File: src/rtl/dma_chunk_pkg.sv
package dma_chunk_pkg;
    localparam int CFG_W    = 4;
    localparam int SZ_FLD_W = 3;
    localparam int RPT_BIT  = 3;

    typedef enum logic [2:0] {
        ST_IDLE,
        ST_CHECK,
        ST_READ,
        ST_WRITE,
        ST_DONE,
        ST_FAULT
    } eng_state_t;
endpackage

File: src/rtl/dma_chunk_sizer.sv
module dma_chunk_sizer
    import dma_chunk_pkg::*;
#(
    parameter int ADDR_W = 32,
    parameter int CNT_W  = 32,
    parameter int LEN_W  = 4
) (
    input  logic [SZ_FLD_W-1:0] size_fld,
    input  logic [CNT_W-1:0]    bytes_left,
    input  logic [ADDR_W-1:0]   src_addr,
    input  logic [ADDR_W-1:0]   dst_addr,
    output logic [LEN_W-1:0]    xfer_len,
    output logic                last_chunk,
    output logic                desc_bad
);
    localparam int MAX_LOG2 = LEN_W - 1;

    logic [SZ_FLD_W-1:0] lg;
    logic [LEN_W-1:0]    chunk;
    logic [ADDR_W-1:0]   amask;

    always_comb begin
        lg         = (int'(size_fld) > MAX_LOG2) ? SZ_FLD_W'(MAX_LOG2) : size_fld;
        chunk      = LEN_W'(1) << lg;
        amask      = ADDR_W'(chunk) - ADDR_W'(1);
        last_chunk = (bytes_left <= CNT_W'(chunk));
        xfer_len   = last_chunk ? bytes_left[LEN_W-1:0] : chunk;
        desc_bad   = (bytes_left == '0) || (|(src_addr & amask)) || (|(dst_addr & amask));
    end
endmodule

File: src/rtl/dma_chunk_fsm.sv
module dma_chunk_fsm
    import dma_chunk_pkg::*;
(
    input  logic       clk,
    input  logic       rst_n,
    input  logic       start,
    input  logic       desc_bad,
    input  logic       last_chunk,
    input  logic       mem_ack,
    input  logic       mem_err,
    output eng_state_t state
);
    eng_state_t nxt;

    always_ff @(posedge clk or negedge rst_n) begin
        if (!rst_n) state <= ST_IDLE;
        else        state <= nxt;
    end

    always_comb begin
        nxt = state;
        unique case (state)
            ST_IDLE:  if (start) nxt = ST_CHECK;
            ST_CHECK: nxt = desc_bad ? ST_FAULT : ST_READ;
            ST_READ:  if (mem_ack) nxt = mem_err ? ST_FAULT : ST_WRITE;
            ST_WRITE: if (mem_ack) begin
                          if (mem_err)         nxt = ST_FAULT;
                          else if (last_chunk) nxt = ST_DONE;
                          else                 nxt = ST_READ;
                      end
            ST_DONE:  nxt = ST_IDLE;
            ST_FAULT: nxt = ST_IDLE;
            default:  nxt = ST_IDLE;
        endcase
    end
endmodule

File: src/rtl/dma_chunk_regs.sv
module dma_chunk_regs
    import dma_chunk_pkg::*;
#(
    parameter int ADDR_W = 32,
    parameter int CNT_W  = 32,
    parameter int DATA_W = 64,
    parameter int LEN_W  = 4
) (
    input  logic              clk,
    input  logic              rst_n,
    input  eng_state_t        state,
    input  logic              load,
    input  logic [CFG_W-1:0]  nxt_cfg,
    input  logic [CNT_W-1:0]  nxt_bytes,
    input  logic [ADDR_W-1:0] nxt_dst,
    input  logic [ADDR_W-1:0] nxt_src,
    input  logic [LEN_W-1:0]  xfer_len,
    input  logic              mem_ack,
    input  logic              mem_err,
    input  logic [DATA_W-1:0] mem_rdata,
    output logic [CFG_W-1:0]  exec_cfg,
    output logic [CNT_W-1:0]  exec_bytes,
    output logic [ADDR_W-1:0] exec_dst,
    output logic [ADDR_W-1:0] exec_src,
    output logic [DATA_W-1:0] data_buf
);
    logic [CNT_W-1:0]  sv_bytes;
    logic [ADDR_W-1:0] sv_dst;
    logic [ADDR_W-1:0] sv_src;
    logic              beat_ok;

    assign beat_ok = mem_ack && !mem_err;

    always_ff @(posedge clk or negedge rst_n) begin
        if (!rst_n) begin
            exec_cfg   <= '0;
            exec_bytes <= '0;
            exec_dst   <= '0;
            exec_src   <= '0;
            sv_bytes   <= '0;
            sv_dst     <= '0;
            sv_src     <= '0;
            data_buf   <= '0;
        end else if (load) begin
            exec_cfg   <= nxt_cfg;
            exec_bytes <= nxt_bytes;
            exec_dst   <= nxt_dst;
            exec_src   <= nxt_src;
            sv_bytes   <= nxt_bytes;
            sv_dst     <= nxt_dst;
            sv_src     <= nxt_src;
        end else begin
            if (state == ST_READ && beat_ok) begin
                data_buf <= mem_rdata;
            end
            if (state == ST_WRITE && beat_ok) begin
                exec_src   <= exec_src + ADDR_W'(xfer_len);
                exec_dst   <= exec_dst + ADDR_W'(xfer_len);
                exec_bytes <= exec_bytes - CNT_W'(xfer_len);
            end
            if (state == ST_DONE && exec_cfg[RPT_BIT]) begin
                exec_bytes <= sv_bytes;
                exec_dst   <= sv_dst;
                exec_src   <= sv_src;
            end
        end
    end
endmodule

File: src/rtl/dma_chunk_engine.sv
module dma_chunk_engine
    import dma_chunk_pkg::*;
#(
    parameter int ADDR_W = 32,
    parameter int CNT_W  = 32,
    parameter int DATA_W = 64,
    localparam int NLANES = DATA_W / 8,
    localparam int LEN_W  = $clog2(NLANES) + 1
) (
    input  logic              clk,
    input  logic              rst_n,
    input  logic              start_i,
    input  logic [CFG_W-1:0]  nxt_cfg_i,
    input  logic [CNT_W-1:0]  nxt_bytes_i,
    input  logic [ADDR_W-1:0] nxt_dst_i,
    input  logic [ADDR_W-1:0] nxt_src_i,
    output logic              mem_req_o,
    output logic              mem_we_o,
    output logic [ADDR_W-1:0] mem_addr_o,
    output logic [LEN_W-1:0]  mem_size_o,
    output logic [DATA_W-1:0] mem_wdata_o,
    input  logic [DATA_W-1:0] mem_rdata_i,
    input  logic              mem_ack_i,
    input  logic              mem_err_i,
    output logic [CFG_W-1:0]  exec_cfg_o,
    output logic [CNT_W-1:0]  exec_bytes_o,
    output logic [ADDR_W-1:0] exec_dst_o,
    output logic [ADDR_W-1:0] exec_src_o,
    output logic              busy_o,
    output logic              clr_flags_o,
    output logic              done_o,
    output logic              err_o
);
    eng_state_t        state;
    logic              load;
    logic              desc_bad;
    logic              last_chunk;
    logic [LEN_W-1:0]  xfer_len;
    logic [DATA_W-1:0] data_buf;

    assign load = (state == ST_IDLE) && start_i;

    dma_chunk_sizer #(
        .ADDR_W(ADDR_W),
        .CNT_W (CNT_W),
        .LEN_W (LEN_W)
    ) u_sizer (
        .size_fld  (exec_cfg_o[SZ_FLD_W-1:0]),
        .bytes_left(exec_bytes_o),
        .src_addr  (exec_src_o),
        .dst_addr  (exec_dst_o),
        .xfer_len  (xfer_len),
        .last_chunk(last_chunk),
        .desc_bad  (desc_bad)
    );

    dma_chunk_fsm u_fsm (
        .clk       (clk),
        .rst_n     (rst_n),
        .start     (start_i),
        .desc_bad  (desc_bad),
        .last_chunk(last_chunk),
        .mem_ack   (mem_ack_i),
        .mem_err   (mem_err_i),
        .state     (state)
    );

    dma_chunk_regs #(
        .ADDR_W(ADDR_W),
        .CNT_W (CNT_W),
        .DATA_W(DATA_W),
        .LEN_W (LEN_W)
    ) u_regs (
        .clk       (clk),
        .rst_n     (rst_n),
        .state     (state),
        .load      (load),
        .nxt_cfg   (nxt_cfg_i),
        .nxt_bytes (nxt_bytes_i),
        .nxt_dst   (nxt_dst_i),
        .nxt_src   (nxt_src_i),
        .xfer_len  (xfer_len),
        .mem_ack   (mem_ack_i),
        .mem_err   (mem_err_i),
        .mem_rdata (mem_rdata_i),
        .exec_cfg  (exec_cfg_o),
        .exec_bytes(exec_bytes_o),
        .exec_dst  (exec_dst_o),
        .exec_src  (exec_src_o),
        .data_buf  (data_buf)
    );

    // Output decode from the state register.
    always_comb begin
        mem_req_o   = 1'b0;
        mem_we_o    = 1'b0;
        mem_addr_o  = exec_src_o;
        clr_flags_o = 1'b0;
        done_o      = 1'b0;
        err_o       = 1'b0;
        busy_o      = 1'b1;
        unique case (state)
            ST_IDLE:  busy_o = 1'b0;
            ST_CHECK: clr_flags_o = 1'b1;
            ST_READ:  mem_req_o = 1'b1;
            ST_WRITE: begin
                mem_req_o  = 1'b1;
                mem_we_o   = 1'b1;
                mem_addr_o = exec_dst_o;
            end
            ST_DONE:  done_o = 1'b1;
            ST_FAULT: err_o = 1'b1;
            default:  busy_o = 1'b0;
        endcase
    end

    assign mem_size_o = xfer_len;

    // Byte lanes beyond the transfer length are driven to zero.
    for (genvar g = 0; g < NLANES; g++) begin : g_lane
        assign mem_wdata_o[8*g +: 8] = (LEN_W'(g) < xfer_len) ? data_buf[8*g +: 8] : 8'h00;
    end
endmodule

File: config.mk
export PLATFORM = sky130hd
export DESIGN_NAME = dma_chunk_engine
export DESIGN_NICKNAME = d
export VERILOG_FILES = /design/src/rtl/dma_chunk_pkg.sv /design/src/rtl/dma_chunk_sizer.sv /design/src/rtl/dma_chunk_fsm.sv /design/src/rtl/dma_chunk_regs.sv /design/src/rtl/dma_chunk_engine.sv
export SDC_FILE = /design/constraint.sdc
export NUM_CORES = 1
export LEC_CHECK = 0
export ABC_AREA = 1
export BUFFER_PORTS_ARGS = -buffer_cell sky130_fd_sc_hd__buf_2
export CAP_MARGIN = 25
export CORE_AREA = 2 2 234 144
export CTS_CLUSTER_DIAMETER = 200
export DETAILED_ROUTE_END_ITERATION = 7
export DIE_AREA = 0 0 236 146
export PLACE_DENSITY = 0.85
export REMOVE_ABC_BUFFERS = 1
export SLEW_MARGIN = 20
export SYNTH_ARGS = -nofsm -noshare
export SYNTH_HDL_FRONTEND = slang
export SYNTH_HIERARCHICAL = 1
export SYNTH_SLANG_ARGS = --single-unit
File: constraint.sdc
create_clock -name clk -period 3.59 [get_ports clk]
set_input_delay 0.718 -clock clk [delete_from_list [all_inputs] [get_ports clk]]
set_output_delay 0.718 -clock clk [all_outputs]
set_load 0.01 [all_outputs]
Yosys cells after proc, flatten, opt, wreduce, memory -nomap -nowiden --
Cells that the tools add are included.
Word-level totals: register bits 263, input bits 169, output and inout bits 206, word-level logic and storage cells 86
Cells by class: add/sub/neg operators 4, $lt $le $gt $ge 10, equality and inequality tests 8, shifts and indexed selects 1, multiplexer cells 34, bitwise logic cells 3, reduce and logical (&&, ||, !) cells 17
Operators with widths (count):
- 32-bit 2-to-1 mux | 10
- 32-bit by 4-bit adder with 32-bit output | 2
- 32-bit bitwise AND | 2
- 8-bit 2-to-1 mux | 8
- 32-bit OR reduction | 2
- 32-bit by 4-bit less-or-equal comparator with 1-bit output | 1
- 32-bit logical NOT | 1
- 32-bit by 4-bit subtractor with 32-bit output | 1
- 3-bit 2-to-1 mux | 8
- 3-bit by 4-bit less-than comparator with 1-bit output, first input constant | 4
- 3-bit case mux with 4 select lines | 1
- 1-bit by 4-bit less-than comparator with 1-bit output, first input constant | 2
- 2-bit by 4-bit less-than comparator with 1-bit output, first input constant | 2
- 3-bit by 2-bit equality test with 1-bit output, second input constant | 2
- 3-bit equality test, second input constant | 2
- 1-bit 2-to-1 mux | 6
- 2-bit inequality test, second input constant | 3
- 1-bit logical AND | 5
- 5-bit OR reduction | 1
- 4-bit by 1-bit subtractor with 5-bit output, second input constant | 1
- 4-bit 2-to-1 mux | 1
- 1-bit by 3-bit << shifter with 4-bit output, first input constant | 1
- 3-bit by 1-bit equality test with 1-bit output, second input constant | 1
- 3-bit by 2-bit > comparator with 1-bit output, second input constant | 1
- 8 further kinds | 9

Logic depth before layout (Yosys ltp) --
Gate-level depths: netlist of the first run.
depth after elaboration 10, depth in mapped cells 26, gate-level depth less buffers 26

Modules after synthesis --
Netlist of the first run, hierarchy kept.
Modules (own cells, without submodules):
- dma_chunk_regs | times used 1, cells each 1885, area each 14268.7 um^2, sequential area each 6506.2 um^2
- dma_chunk_engine | times used 1, cells each 258, area each 1043.5 um^2, sequential area each 0.0 um^2
- dma_chunk_sizer | times used 1, cells each 79, area each 385.4 um^2, sequential area each 0.0 um^2
- dma_chunk_fsm | times used 1, cells each 36, area each 225.2 um^2, sequential area each 75.1 um^2

Worst setup path before layout of the first run --
Ideal clock, no wire load.
path kind flip-flop to flip-flop, start point reg u_regs.exec_cfg[1], end point reg u_regs.exec_src[18], library setup time 0.077 ns, data arrival time 3.548 ns, required time 3.513 ns, slack -0.035 ns, stages on the path, launching flop included 26, path buffers 0, clock period less this slack 3.625 ns, cells stage by stage dfrtp_1 -> nor2_1 -> inv_1 -> nor2_1 -> inv_1 -> ha_1 -> clkinv_1 -> nor2_1 -> o21bai_1 -> nand2_1 -> nand2_2 -> nand2_4 -> nand2_1 -> nand2_1 -> inv_1 -> fa_1 -> nand3b_1 -> nand2_1 -> nand2_1 -> nor2_2 -> nand2_1 -> nand2_1 -> nand2_1 -> nand2_1 -> nand2_1 -> a21oi_1
Between the ends: word-level cells in the longest chain between the ends 9
Ends and longest elaborated chain:
- start: declaration | RTL line dma_chunk_regs.sv:21 | output logic [CFG_W-1:0] exec_cfg,
- start signal: assignment | RTL line dma_chunk_regs.sv:45 | exec_cfg <= nxt_cfg;
- 3-bit by 2-bit > comparator with 1-bit output | RTL line dma_chunk_sizer.sv:23 | lg = (int'(size_fld) > MAX_LOG2) ? SZ_FLD_W'(MAX_LOG2) : size_fld;
- 3-bit 2-to-1 mux (*) | RTL line dma_chunk_sizer.sv:23
- 1-bit by 3-bit << shifter with 4-bit output (*) | RTL line dma_chunk_sizer.sv:24 | chunk = LEN_W'(1) << lg;
- 32-bit by 4-bit less-or-equal comparator with 1-bit output | RTL line dma_chunk_sizer.sv:26 | last_chunk = (bytes_left <= CNT_W'(chunk));
- 4-bit 2-to-1 mux (*) | RTL line dma_chunk_sizer.sv:27 | xfer_len = last_chunk ? bytes_left[LEN_W-1:0] : chunk;
- net mem_size_o[1] | RTL line dma_chunk_engine.sv:20 | output logic [LEN_W-1:0] mem_size_o,
- 32-bit by 4-bit adder with 32-bit output (*) | RTL line dma_chunk_regs.sv:57 | exec_src <= exec_src + ADDR_W'(xfer_len);
- 32-bit 2-to-1 mux (*) | RTL line dma_chunk_regs.sv:56 | if (state == ST_WRITE && beat_ok) begin
- 32-bit 2-to-1 mux (*) | RTL line dma_chunk_regs.sv:61 | if (state == ST_DONE && exec_cfg[RPT_BIT]) begin
- 32-bit 2-to-1 mux (*) | RTL line dma_chunk_regs.sv:44 | end else if (load) begin
- end signal: assignment | RTL line dma_chunk_regs.sv:48 | exec_src <= nxt_src;
- end signal: assignment | RTL line dma_chunk_regs.sv:57
- end signal: assignment | RTL line dma_chunk_regs.sv:64 | exec_src <= sv_src;
- end: declaration | RTL line dma_chunk_regs.sv:24 | output logic [ADDR_W-1:0] exec_src,
The timed path passes the listed nets; every way through them passes the cells marked *. The select of a mux whose other input is x is not followed. A chain may end at the register's enable or synchronous reset.

Worst setup path in the final report of the first run --
start point reg u_regs.exec_cfg[2], end point out mem_wdata_o[10]
Between the ends: word-level cells in the longest chain between the ends 7
Ends and longest elaborated chain:
- 3-bit by 2-bit > comparator with 1-bit output | RTL line dma_chunk_sizer.sv:23
- 3-bit 2-to-1 mux (*) | RTL line dma_chunk_sizer.sv:23
- 1-bit by 3-bit << shifter with 4-bit output (*) | RTL line dma_chunk_sizer.sv:24
- 32-bit by 4-bit less-or-equal comparator with 1-bit output | RTL line dma_chunk_sizer.sv:26
- 4-bit 2-to-1 mux (*) | RTL line dma_chunk_sizer.sv:27
- 1-bit by 4-bit less-than comparator with 1-bit output (*) | RTL line dma_chunk_engine.sv:121 | assign mem_wdata_o[8*g +: 8] = (LEN_W'(g) < xfer_len) ? data_buf[8*g +: 8] : 8'h00;
- 8-bit 2-to-1 mux (*) | RTL line dma_chunk_engine.sv:121
- end: declaration | RTL line dma_chunk_engine.sv:21 | output logic [DATA_W-1:0] mem_wdata_o,
Mark *: on every way between the ends. The rest lies on a longest branch, timed or not.

==> results of run 1 <==
==> power groups by stage <==
stage / combinational (mW) / clock, mW / sequential (mW)
6_report: 11.7 / 3.27 / 5.77
5_1_grt: 12.8 / 3.45 / 5.91
4_1_cts: 10.3 / 3.32 / 5.67
3_5_place_dp: 9.86 / 0 / 5.70
3_3_place_gp: 9.51 / 0 / 5.63
2_1_floorplan: 4.92 / 0 / 5.25
==> final cells by class <==
type | instances | area [um2]
well taps | 424 | 531
flip-flops and latches | 263 | 6580
diodes | 5 | 12.5
clock inverters | 15 | 262
multi-input cells | 1625 | 8670
clock buffers | 34 | 752
repair buffers | 470 | 2830
fillers | 2792 | 11400
inverters | 279 | 1070
==> final timing paths <==
path	from	end	depth (start not counted)
worst min register to register	u_regs/sv_dst[10]	u_regs/sv_dst[10]	2
worst min-delay path	rst_n	u_regs/sv_src[30]	1
min in group clk	nxt_cfg_i[3]	u_regs/exec_cfg[3]	3
max in group asynchronous	rst_n	u_regs/data_buf[51]	2
worst max register to register	u_regs/exec_cfg[2]	u_regs/exec_src[18]	26
worst max-delay path	u_regs/exec_cfg[2]	mem_wdata_o[10]	20
==> Yosys cell counts <==
library cell  count  area share (%)
nand3_1         112             3.5
nor3_2            1           0.063
a22o_1            2            0.11
a21oi_1         142             4.5
inv_1           272             6.4
a21oi_4           1            0.10
xnor2_1           9            0.50
nand3_2           2            0.13
and2_0            1           0.039
clkbuf_1         62             1.5
o21ai_1           6            0.19
buf_1             1           0.024
o21a_1            1           0.047
o21ai_0         216             6.8
a22oi_1          10            0.47
ha_1             17             1.3
nor2_1          287             6.8
clkinv_1          1           0.024
mux2_1            1           0.071
nor4_1            1           0.039
buf_2            22            0.69
nor2_2            3            0.12
and2b_1           1           0.047
o21bai_1          1           0.047
nand2_4           1           0.071
nor2_4            5            0.35
nor3b_1           1           0.047
a21oi_2           1           0.055
fa_1              3            0.38
xor2_1           13            0.72
o211ai_1          3            0.14
a2bb2oi_1         2            0.11
nor3_1           13            0.41
buf_4             6            0.28
a31oi_1          24            0.94
nor4_4            1            0.13
nand2_1         631              15
or2_2             3            0.12
mux2_2           63             4.5
nand4_1          24            0.94
nand2_2           5            0.20
inv_2             6            0.14
nand3b_1         18            0.85
dfrtp_1         263              41
==> logic make-up after synthesis <==
logic type	count (synthesis)	share of synthesized area, %
compound gates	409	13.5
simple gates	1110	28.7
fa+ha+maj	20	1.71
buf+inv	370	9.04
xor+xnor	22	1.21
flops	263	41.3
mux	64	4.53
==> metrics by stage <==
step                      area [um2]  setup TNS, ns  util (%)
after global routing           20700         -19.60      64.5
final                          20700          -9.23      64.5
after detailed placement       18500         -0.503      57.7
after CTS                      19800          -9.47      61.8
after global placement         18500              0      57.7
after floorplan                15500       -4309.88         -
==> registers in the layout, indices dropped and copies added (netlist names) <==
signal / count
u_regs/exec_cfg: 4
u_regs/exec_bytes: 32
u_regs/exec_dst: 32
u_fsm/state: 3
u_regs/sv_dst: 32
u_regs/sv_src: 32
u_regs/exec_src: 32
u_regs/sv_bytes: 32
u_regs/data_buf: 64
==> repair_timing <==
item	in CTS	in global routing
setup endpoints to repair	90	144
buffers inserted	19	19
pin swaps	23	76
resized for setup	46	202
==> layer usage <==
| metal | global-route usage [%] | share of wire, % |
|---|---|---|
| met1 | 46.5 | 43 |
| met2 | 48.6 | 45 |
| met3 | 5.03 | 8.8 |
| met4 | 11.1 | 3.4 |
| met5 | 0 | 0 |
==> worst max-delay path, cell delays in order, from the launching register on <==
cell and delay [ns]:
dfrtp_1 0.41, buf_6 0.14, nor2_4 0.14, nor2_4 0.05
inv_2 0.06, ha_4 0.20, nand2_2 0.06, nand2_2 0.05
nor2_1 0.11, nand2_1 0.10, nand2_4 0.09, nand2_4 0.07
buf_6 0.13, nand2_4 0.05, nand2_4 0.05, buf_12 0.13
nor2_4 0.15, inv_4 0.07, nor2_4 0.25, nor2_1 0.11
buf_2 0.16
==> impl_metrics.yaml, run 1 <==
timing:
  fin_ws_ns: -0.266
  relSlewSlack_pct: 46.4
  rsz0062_at_grt: "yes"
  layout_min_cycle_time_ns: 3.86
  whs_ns: 0.208
  setup_viol: 57
  hold_violations: 0
  post-route-period-util_pct: 107
  slew_violations: 0
  fmax_ghz: 0.259
  tightest_slew_ns: 0.803
  finClkSkew_ns: 0.0180
drt:
  postRouteAntennaNets: 0
  drt-initial-drc-count: 2206
  vias: 17300
  routed_wl_mm: 57.8
  wl_per_cell_um: 18.5
  drcViolationCount: 0
  drt_pre_antenna_iters: 6
  avgViaCountPerCell: 5.56
synth:
  synth-seq-area-share_pct: 41.3
  synth_cell_types: 44
  synthCells: 2258
  yosysWarnings: 6
  netlist_area_um2: 15900
  ys_seq_elements: 263
  syn_avg_cell_area_um2: 7.05
finish:
  drive_gt1_share_pct: 28.2
  syn2layout_area_growth_pct: 30.1
  layout_common_cells: "591 x nand2_1, 369 x buf_2, 263 x nor2_1"
  layout.cells.most_common: "nand2_1"
  nNetsFinal: 2855
  finalNonFillerCells: 3115
clock_tree:
  cts_tree: "yes"
  insertion_delay_ns: 0.56
  cts-buffers-inserted: 27
  clock_path_buffers: 3
  cts_hold_buf: 0
  cts.htree.levels: 1
  cts-root-buf: "clkbuf_16"
  clk_pin_slew_ns: 0.07
  cts.sinks: 263
critical_path:
  cp_max_fo: 8
  worstPathRequired_ns: 2.87
  r2r_slack_ns: -0.01
  path_class: "reg -> out"
  endpoint_kind: "output pin"
  cp.arrival_ns: 3.14
  crit_path_start_kind: "register"
power_and_ir_drop:
  power_mw: 20.7
  power.share.switching_pct: 47.9
  p_seq_share_pct: 27.9
  ir_drop_mv: 0.519
  intPower_mw: 10.8
  p_clk_share_pct: 15.8
  netSwitchingPower_mw: 9.91
  power_frac_comb_pct: 56.3
  p_per_area_nw_per_um2: 999
  leakage_nw: 10.6
die:
  rows: 51
  initial_core_util_pct: 49.6
  coreArea_um2: 32100
  io_pins: 375
  fp.dieW_um: 236
  dieArea_um2: 34500
  die_height_um: 146
placed_design:
  portBuffers: 374
  gp_congestion: 0.967
  dp_cells: 3027
  place.detailed.hpwl_mm: 40.2
  place_ws_ns: -0.0938
global_route:
  grt_max_degree: 164
  antenna_found_initial: 5
  track_usage_pct: 32.0
  overflow: 0
  grt_pass1_vias: 16100
  grt_first_pass_wirelength_mm: 88.5
run_status:
  failed_checks: "negative setup slack"
  status: "finished, violations left"
flow_run:
  cap_violations: 0
hold_path:
  holdCritPathClass: "in -> async"
No activity file was read; power rests on OpenSTA's default activity.
==> inputs of run 2 (changes only) <==
--- a/config.mk
+++ b/config.mk
@@ -5,13 +5,12 @@
 export SDC_FILE = /design/constraint.sdc
 export NUM_CORES = 1
 export LEC_CHECK = 0
-export ABC_AREA = 1
 export BUFFER_PORTS_ARGS = -buffer_cell sky130_fd_sc_hd__buf_2
 export CAP_MARGIN = 25
-export CORE_AREA = 2 2 234 144
+export CORE_AREA = 2 2 226 139
 export CTS_CLUSTER_DIAMETER = 200
 export DETAILED_ROUTE_END_ITERATION = 7
-export DIE_AREA = 0 0 236 146
+export DIE_AREA = 0 0 228 141
 export PLACE_DENSITY = 0.85
 export REMOVE_ABC_BUFFERS = 1
 export SLEW_MARGIN = 20
==> run 2 against run 1 <==
The run still ends with negative setup slack left. Core utilization is 2.5 points higher. Clock-buffer cell count up 7. Sequential cell count is the same. Routed wire length is 7.4% lower. Clock power down 8.6%. Die area decreased by 6.7%.
==> impl_metrics.yaml, run 2 <==
run_status:
  status: "finished, violations left"
  failed_checks: "negative setup slack"
global_route:
  track_usage_pct: 32.0
  grt_max_degree: 142
  antenna_found_initial: 4
  grt_pass1_vias: 14100
  grt_first_pass_wirelength_mm: 81.2
  overflow: 0
finish:
  nNetsFinal: 2194
  layout_common_cells: "359 x buf_2, 261 x dfrtp_1, 130 x mux2_2"
  syn2layout_area_growth_pct: 39.7
  layout.cells.most_common: "buf_2"
  largest_register: "u_regs/data_buf"
  final_area_um2: 20400
  multi_input_area_um2: 8290
  largest_reg_flops: 64
  final_core_util_pct: 67.0
  fill_cells: 2318
  drive_gt1_share_pct: 44.6
  regArea_um2: 6580
power_and_ir_drop:
  p_per_area_nw_per_um2: 957
  ir_drop_mv: 0.530
  leakage_nw: 9.61
synth:
  netlist_area_um2: 14600
  ys_top_cells_by_area: "dfrtp_1 45%, mux2_2 10%, o21ai_0 4.6%"
  async_reset_ff_share_pct: 100
  synthCells: 1503
  synth_enable_flop_cells: 0
  yosys.area.top_type: "dfrtp_1"
  syn_avg_cell_area_um2: 9.70
  synth-seq-area-share_pct: 45.1
  synth_common_cells: "263 x dfrtp_1, 140 x nand2_1, 133 x o21ai_0"
  netlist.area_leader.share_pct: 45.1
  yosysWarnings: 6
  synth-main-ff-cell: "dfrtp_1"
  yosysMostFrequentCell: "dfrtp_1"
  synth_cell_types: 86
  ys_seq_elements: 263
timing:
  post-route-period-util_pct: 113
  hold_violations: 0
  fmax_ghz: 0.246
  finClkSkew_ns: 0.0211
  relSlewSlack_pct: 28.2
  tightest_slew_ns: 1.07
  slew_violations: 0
  fin_ws_ns: -0.473
  tns_ns: -53.07
  setup_viol: 152
  layout_min_cycle_time_ns: 4.06
  whs_ns: 0.184
  rsz0062_at_grt: "yes"
drt:
  drcViolationCount: 0
  met1_length_mm: 21.6
  routed_wl_mm: 53.5
  wl_per_cell_um: 21.9
  avgViaCountPerCell: 5.91
  dr_wl_met2_mm: 25.4
  drt-initial-drc-count: 1376
  highest_layer: "met4"
  vias: 14500
  wl_met3_mm: 5.18
  postRouteAntennaNets: 0
  drt_pre_antenna_iters: 6
placed_design:
  gp_congestion: 0.939
  place_ws_ns: -0.564
  place.detailed.hpwl_mm: 37.2
  place_area_um2: 17800
  portBuffers: 374
die:
  dieArea_um2: 32100
  coreArea_um2: 30400
  io_pins: 375
  fp.dieW_um: 228
  die_height_um: 141
  rows: 50
  initial_core_util_pct: 48.0
clock_tree:
  cts_hold_buf: 0
  clk_pin_slew_ns: 0.07
  cts_tree: "yes"
  clock_path_buffers: 3
  cts.sinks: 263
  insertion_delay_ns: 0.56
  cts.htree.levels: 1
  cts-buffers-inserted: 27
  cts-root-buf: "clkbuf_16"
hold_path:
  holdCritPathClass: "in -> async"
critical_path:
  timing.rr.end: "u_regs/exec_bytes[23]"
  cp.arrival_ns: 3.35
  worstPathRequired_ns: 2.87
  r2r_slack_ns: -0.46
  path_class: "reg -> out"
  cp-startpoint: "u_regs/exec_cfg[2]"
  crit_path_end: "mem_wdata_o[12]"
  worstReg2RegStart: "u_regs/exec_cfg[2]"
  endpoint_kind: "output pin"
  r2r_cells: 18
  crit_path_start_kind: "register"
  cp_max_fo: 8
flow_run:
  cap_violations: 0
-- run 2: changes by cell type in the layout (fill, tap and decap cells not counted), moves of 19 or more --
cell     delta
a21oi_1    -61
buf_4      +66
buf_6      +26
inv_1     -168
mux2_2     +67
nand2_1   -462
nand2_2    -24
nand3_1    -62
nor2_1    -201
nor2b_1    +41
o21ai_0   -105
o21ai_1    +23
xnor2_1    +19
-- run 2: through the flow --
step                power (mW)  cells
floorplan                 9.92   1418
global placement          14.2   2346
detailed placement        14.5   2346
CTS                       18.8   2432
global route              20.6   2446
finish                    19.5   2446
-- run 2: worst min path at each step --
| stage | cells past startpoint | to | slack [ns] | start |
|---|---|---|---|---|
| after CTS | 1 | u_regs/sv_dst[0] | 0.25 | rst_n |
| after global routing | 1 | u_regs/sv_dst[30] | 0.28 | rst_n |
| after detailed placement | 1 | u_regs/data_buf[43] | 0.48 | u_regs/data_buf[43] |
| after floorplan | 0 | u_fsm/state[0] | 0.42 | rst_n |
| after global placement | 2 | u_regs/sv_src[5] | 0.46 | u_regs/sv_src[5] |
| final | 1 | u_regs/sv_dst[30] | 0.18 | rst_n |
-- run 2: cell type report --
cell class,instances,area share (%)
diodes,4,0.0491
multi-input cells,1061,40.7
repair buffers,558,18.1
well taps,416,2.55
clock inverters,9,0.608
flip-flops and latches,263,32.3
clock buffers,41,3.97
inverters,94,1.73
-- run 2: per-layer routing --
layer / vias to the layer above / track usage, %
li1: 6466 / -
met2: 783 / 51.6
met5: - / 0
met3: 88 / 7.69
met4: 0 / 8.98
met1: 7121 / 43.4
-- run 2: kinds of logic (layout without fill, tap and decap cells) --
logic type	after synthesis	after routing	synth area share [%]
fa+ha+maj	20	20	1.87
flops	263	263	45.1
simple gates	458	458	16.5
xor+xnor	39	39	2.34
buf+inv	179	702	5.23
compound gates	401	401	17.9
mux	143	143	11.0
other cells	0	4	0
-- run 2: power breakdown --
group / internal (mW) / leakage (nW) / switching, mW
sequential: 4.38 / 3.29 / 1.37
combinational: 5.06 / 5.85 / 5.70
clock: 1.76 / 0.464 / 1.22
-- run 2: what timing repair did --
item                                    CTS  global route
gates resized for setup                 222            96
endpoints found under the setup margin  152           160
buffers inserted                         38            10
pin swaps                                70            43
-- run 2: critical path, stage by stage (launching register included) --
cell       delay (ns)
dfrtp_2          0.44
nor3b_2          0.21
inv_1            0.10
ha_4             0.18
a2111oi_4        0.37
o311ai_4         0.17
buf_6            0.17
buf_12           0.12
mux2i_4          0.19
buf_12           0.16
nor3_4           0.31
and2b_1          0.23
buf_2            0.13
==> inputs of run 3 (changes only) <==
--- a/config.mk
+++ b/config.mk
@@ -5,12 +5,13 @@
 export SDC_FILE = /design/constraint.sdc
 export NUM_CORES = 1
 export LEC_CHECK = 0
-export BUFFER_PORTS_ARGS = -buffer_cell sky130_fd_sc_hd__buf_2
+export BUFFER_PORTS_ARGS = -buffer_cell sky130_fd_sc_hd__buf_4
 export CAP_MARGIN = 25
 export CORE_AREA = 2 2 226 139
 export CTS_CLUSTER_DIAMETER = 200
 export DETAILED_ROUTE_END_ITERATION = 7
 export DIE_AREA = 0 0 228 141
+export MAX_ROUTING_LAYER = met4
 export PLACE_DENSITY = 0.85
 export REMOVE_ABC_BUFFERS = 1
 export SLEW_MARGIN = 20
==> run 3 against run 2 <==
The run still ends with negative setup slack left. Sequential power about the same. Via count up 0.85%. Maximum frequency fell by 2.8%. Largest cell class unchanged. Largest power group unchanged. Highest routed layer unchanged.
==> impl_metrics.yaml, run 3 (synthesis results as in run 2) <==
power_and_ir_drop:
  ir_drop_mv: 0.419
  p_clk_share_pct: 15.1
  netSwitchingPower_mw: 8.34
  p_per_area_nw_per_um2: 948
  p_seq_share_pct: 29.1
  leakage_nw: 9.68
  intPower_mw: 11.5
  power_mw: 19.8
  power_frac_comb_pct: 55.8
  power.share.switching_pct: 42.1
clock_tree:
  cts.htree.levels: 1
  cts-root-buf: "clkbuf_16"
  cts-buffers-inserted: 28
  cts_hold_buf: 0
  insertion_delay_ns: 0.57
  clk_pin_slew_ns: 0.06
  cts.sinks: 263
  clock_path_buffers: 3
  cts_tree: "yes"
drt:
  postRouteAntennaNets: 0
  dr_wl_met2_mm: 25.8
  drt_pre_antenna_iters: 6
  highest_layer: "met4"
  avgViaCountPerCell: 6.00
  drt-initial-drc-count: 1644
  wl_per_cell_um: 22.4
  drcViolationCount: 0
  routed_wl_mm: 54.5
  vias: 14600
  wl_met3_mm: 5.49
  met1_length_mm: 21.9
placed_design:
  place_area_um2: 18600
  place_ws_ns: -0.643
  place.detailed.hpwl_mm: 37.5
  dp_cells: 2339
  portBuffers: 374
  gp_congestion: 0.938
critical_path:
  cpMaxStageDelayCell: "dfrtp_2"
  crit_chain: "buf_4, a21oi_4, ha_1, nand4_1, o31ai_4, o311ai_4, buf_6, mux2_4, buf_12, buf_4, a31oi_4, nor2b_2, buf_4"
  path_class: "reg -> out"
  timing.rr.end: "u_regs/exec_bytes[14]"
  r2r_cells: 19
  crit_top_cell: "buf_4"
  endpoint_kind: "output pin"
  worstPathRequired_ns: 2.87
  cp.arrival_ns: 3.46
  crit_path_start_kind: "register"
  worstReg2RegStart: "u_regs/exec_cfg[2]"
  cp_max_fo: 8
  r2r_slack_ns: -0.47
  cpPeakStageDelay_ns: 0.45
finish:
  nNetsFinal: 2180
  largest_reg_flops: 64
  regArea_um2: 6590
  fill_cells: 2294
  layout.cells.most_common: "buf_4"
  final_area_um2: 20900
  finalNonFillerCells: 2430
  layout_common_cells: "484 x buf_4, 260 x dfrtp_1, 136 x nand2_1"
  multi_input_area_um2: 8120
  largest_register: "u_regs/data_buf"
  drive_gt1_share_pct: 43.3
  syn2layout_area_growth_pct: 43.4
run_status:
  status: "finished, violations left"
  failed_checks: "negative setup slack"
die:
  initial_core_util_pct: 48.0
  io_pins: 375
  die_height_um: 141
  fp.dieW_um: 228
  dieArea_um2: 32100
  coreArea_um2: 30400
  rows: 50
flow_run:
  cap_violations: 0
timing:
  post-route-period-util_pct: 116
  finClkSkew_ns: 0.0171
  rsz0062_at_grt: "yes"
  layout_min_cycle_time_ns: 4.18
  fin_ws_ns: -0.590
  relSlewSlack_pct: 37.7
  setup_viol: 153
  whs_ns: 0.142
  slew_violations: 0
  fmax_ghz: 0.239
  tightest_slew_ns: 0.926
  hold_violations: 0
global_route:
  grt_max_degree: 108
  grt_pass1_vias: 14000
  antenna_found_initial: 1
  grt_first_pass_wirelength_mm: 81.4
  track_usage_pct: 33.1
  overflow: 0
hold_path:
  holdCritPathClass: "in -> async"
[run 3: area by class of cell]
class                   instances  area share [%]
flip-flops and latches        263            31.5
clock inverters                13           0.455
repair buffers                543            21.0
inverters                      94            1.69
clock buffers                  39            4.03
well taps                     416            2.49
diodes                          1          0.0120
multi-input cells            1061            38.8
[run 3: metrics by stage]
stage	setup TNS (ns)	utilization (%)
after floorplan	-5000.86	-
after global placement	-16.03	61.3
after detailed placement	-38.17	61.3
after CTS	-54.14	66.4
after global routing	-78.03	68.8
final	-59.07	68.8
[run 3: worst max-delay path: cells and delay by family, from the launching register on]
family	cells	cell delay, ns
buf+inv	5	0.79
compound gates	4	0.79
flops	1	0.45
mux	1	0.33
fa+ha+maj	1	0.26
simple gates	2	0.26
[run 3: how the worst max path moves through the flow]
stage	start	to	slack [ns]
finish	u_regs/exec_cfg[2]	mem_wdata_o[52]	-0.59
global route	u_regs/exec_cfg[2]	mem_wdata_o[0]	-0.69
CTS	u_regs/exec_cfg[0]	mem_wdata_o[9]	-0.52
detailed placement	u_regs/exec_cfg[1]	u_regs/exec_dst[28]	-0.64
global placement	u_regs/exec_cfg[2]	u_regs/exec_dst[28]	-0.39
floorplan	u_fsm/state[2]	u_regs/exec_bytes[18]	-25.48
[run 3: per-layer routing]
| layer | GRT usage [%] | up-vias |
|---|---|---|
| met3 | 6.78 | 119 |
| met4 | 7.91 | 0 |
| met1 | 43.9 | 7137 |
| met2 | 52.5 | 902 |
| met5 | - | - |
| li1 | - | 6423 |
[run 3: power groups by stage]
stage          sequential, mW  combinational, mW  clock, mW
6_report                 5.77               11.1       2.99
2_1_floorplan            5.49               4.43          0
5_1_grt                  5.91               11.8       3.14
4_1_cts                  5.67               10.2       3.02
3_5_place_dp             5.69               9.51          0
3_3_place_gp             5.60               9.20          0
[run 3: what timing repair did]
| item | in CTS | in global routing |
|---|---|---|
| setup buffers | 23 | 19 |
| pin swaps | 32 | 67 |
| hold endpoints to repair | 0 | 0 |
| resized for setup | 113 | 147 |
| endpoints found under the setup margin | 152 | 158 |
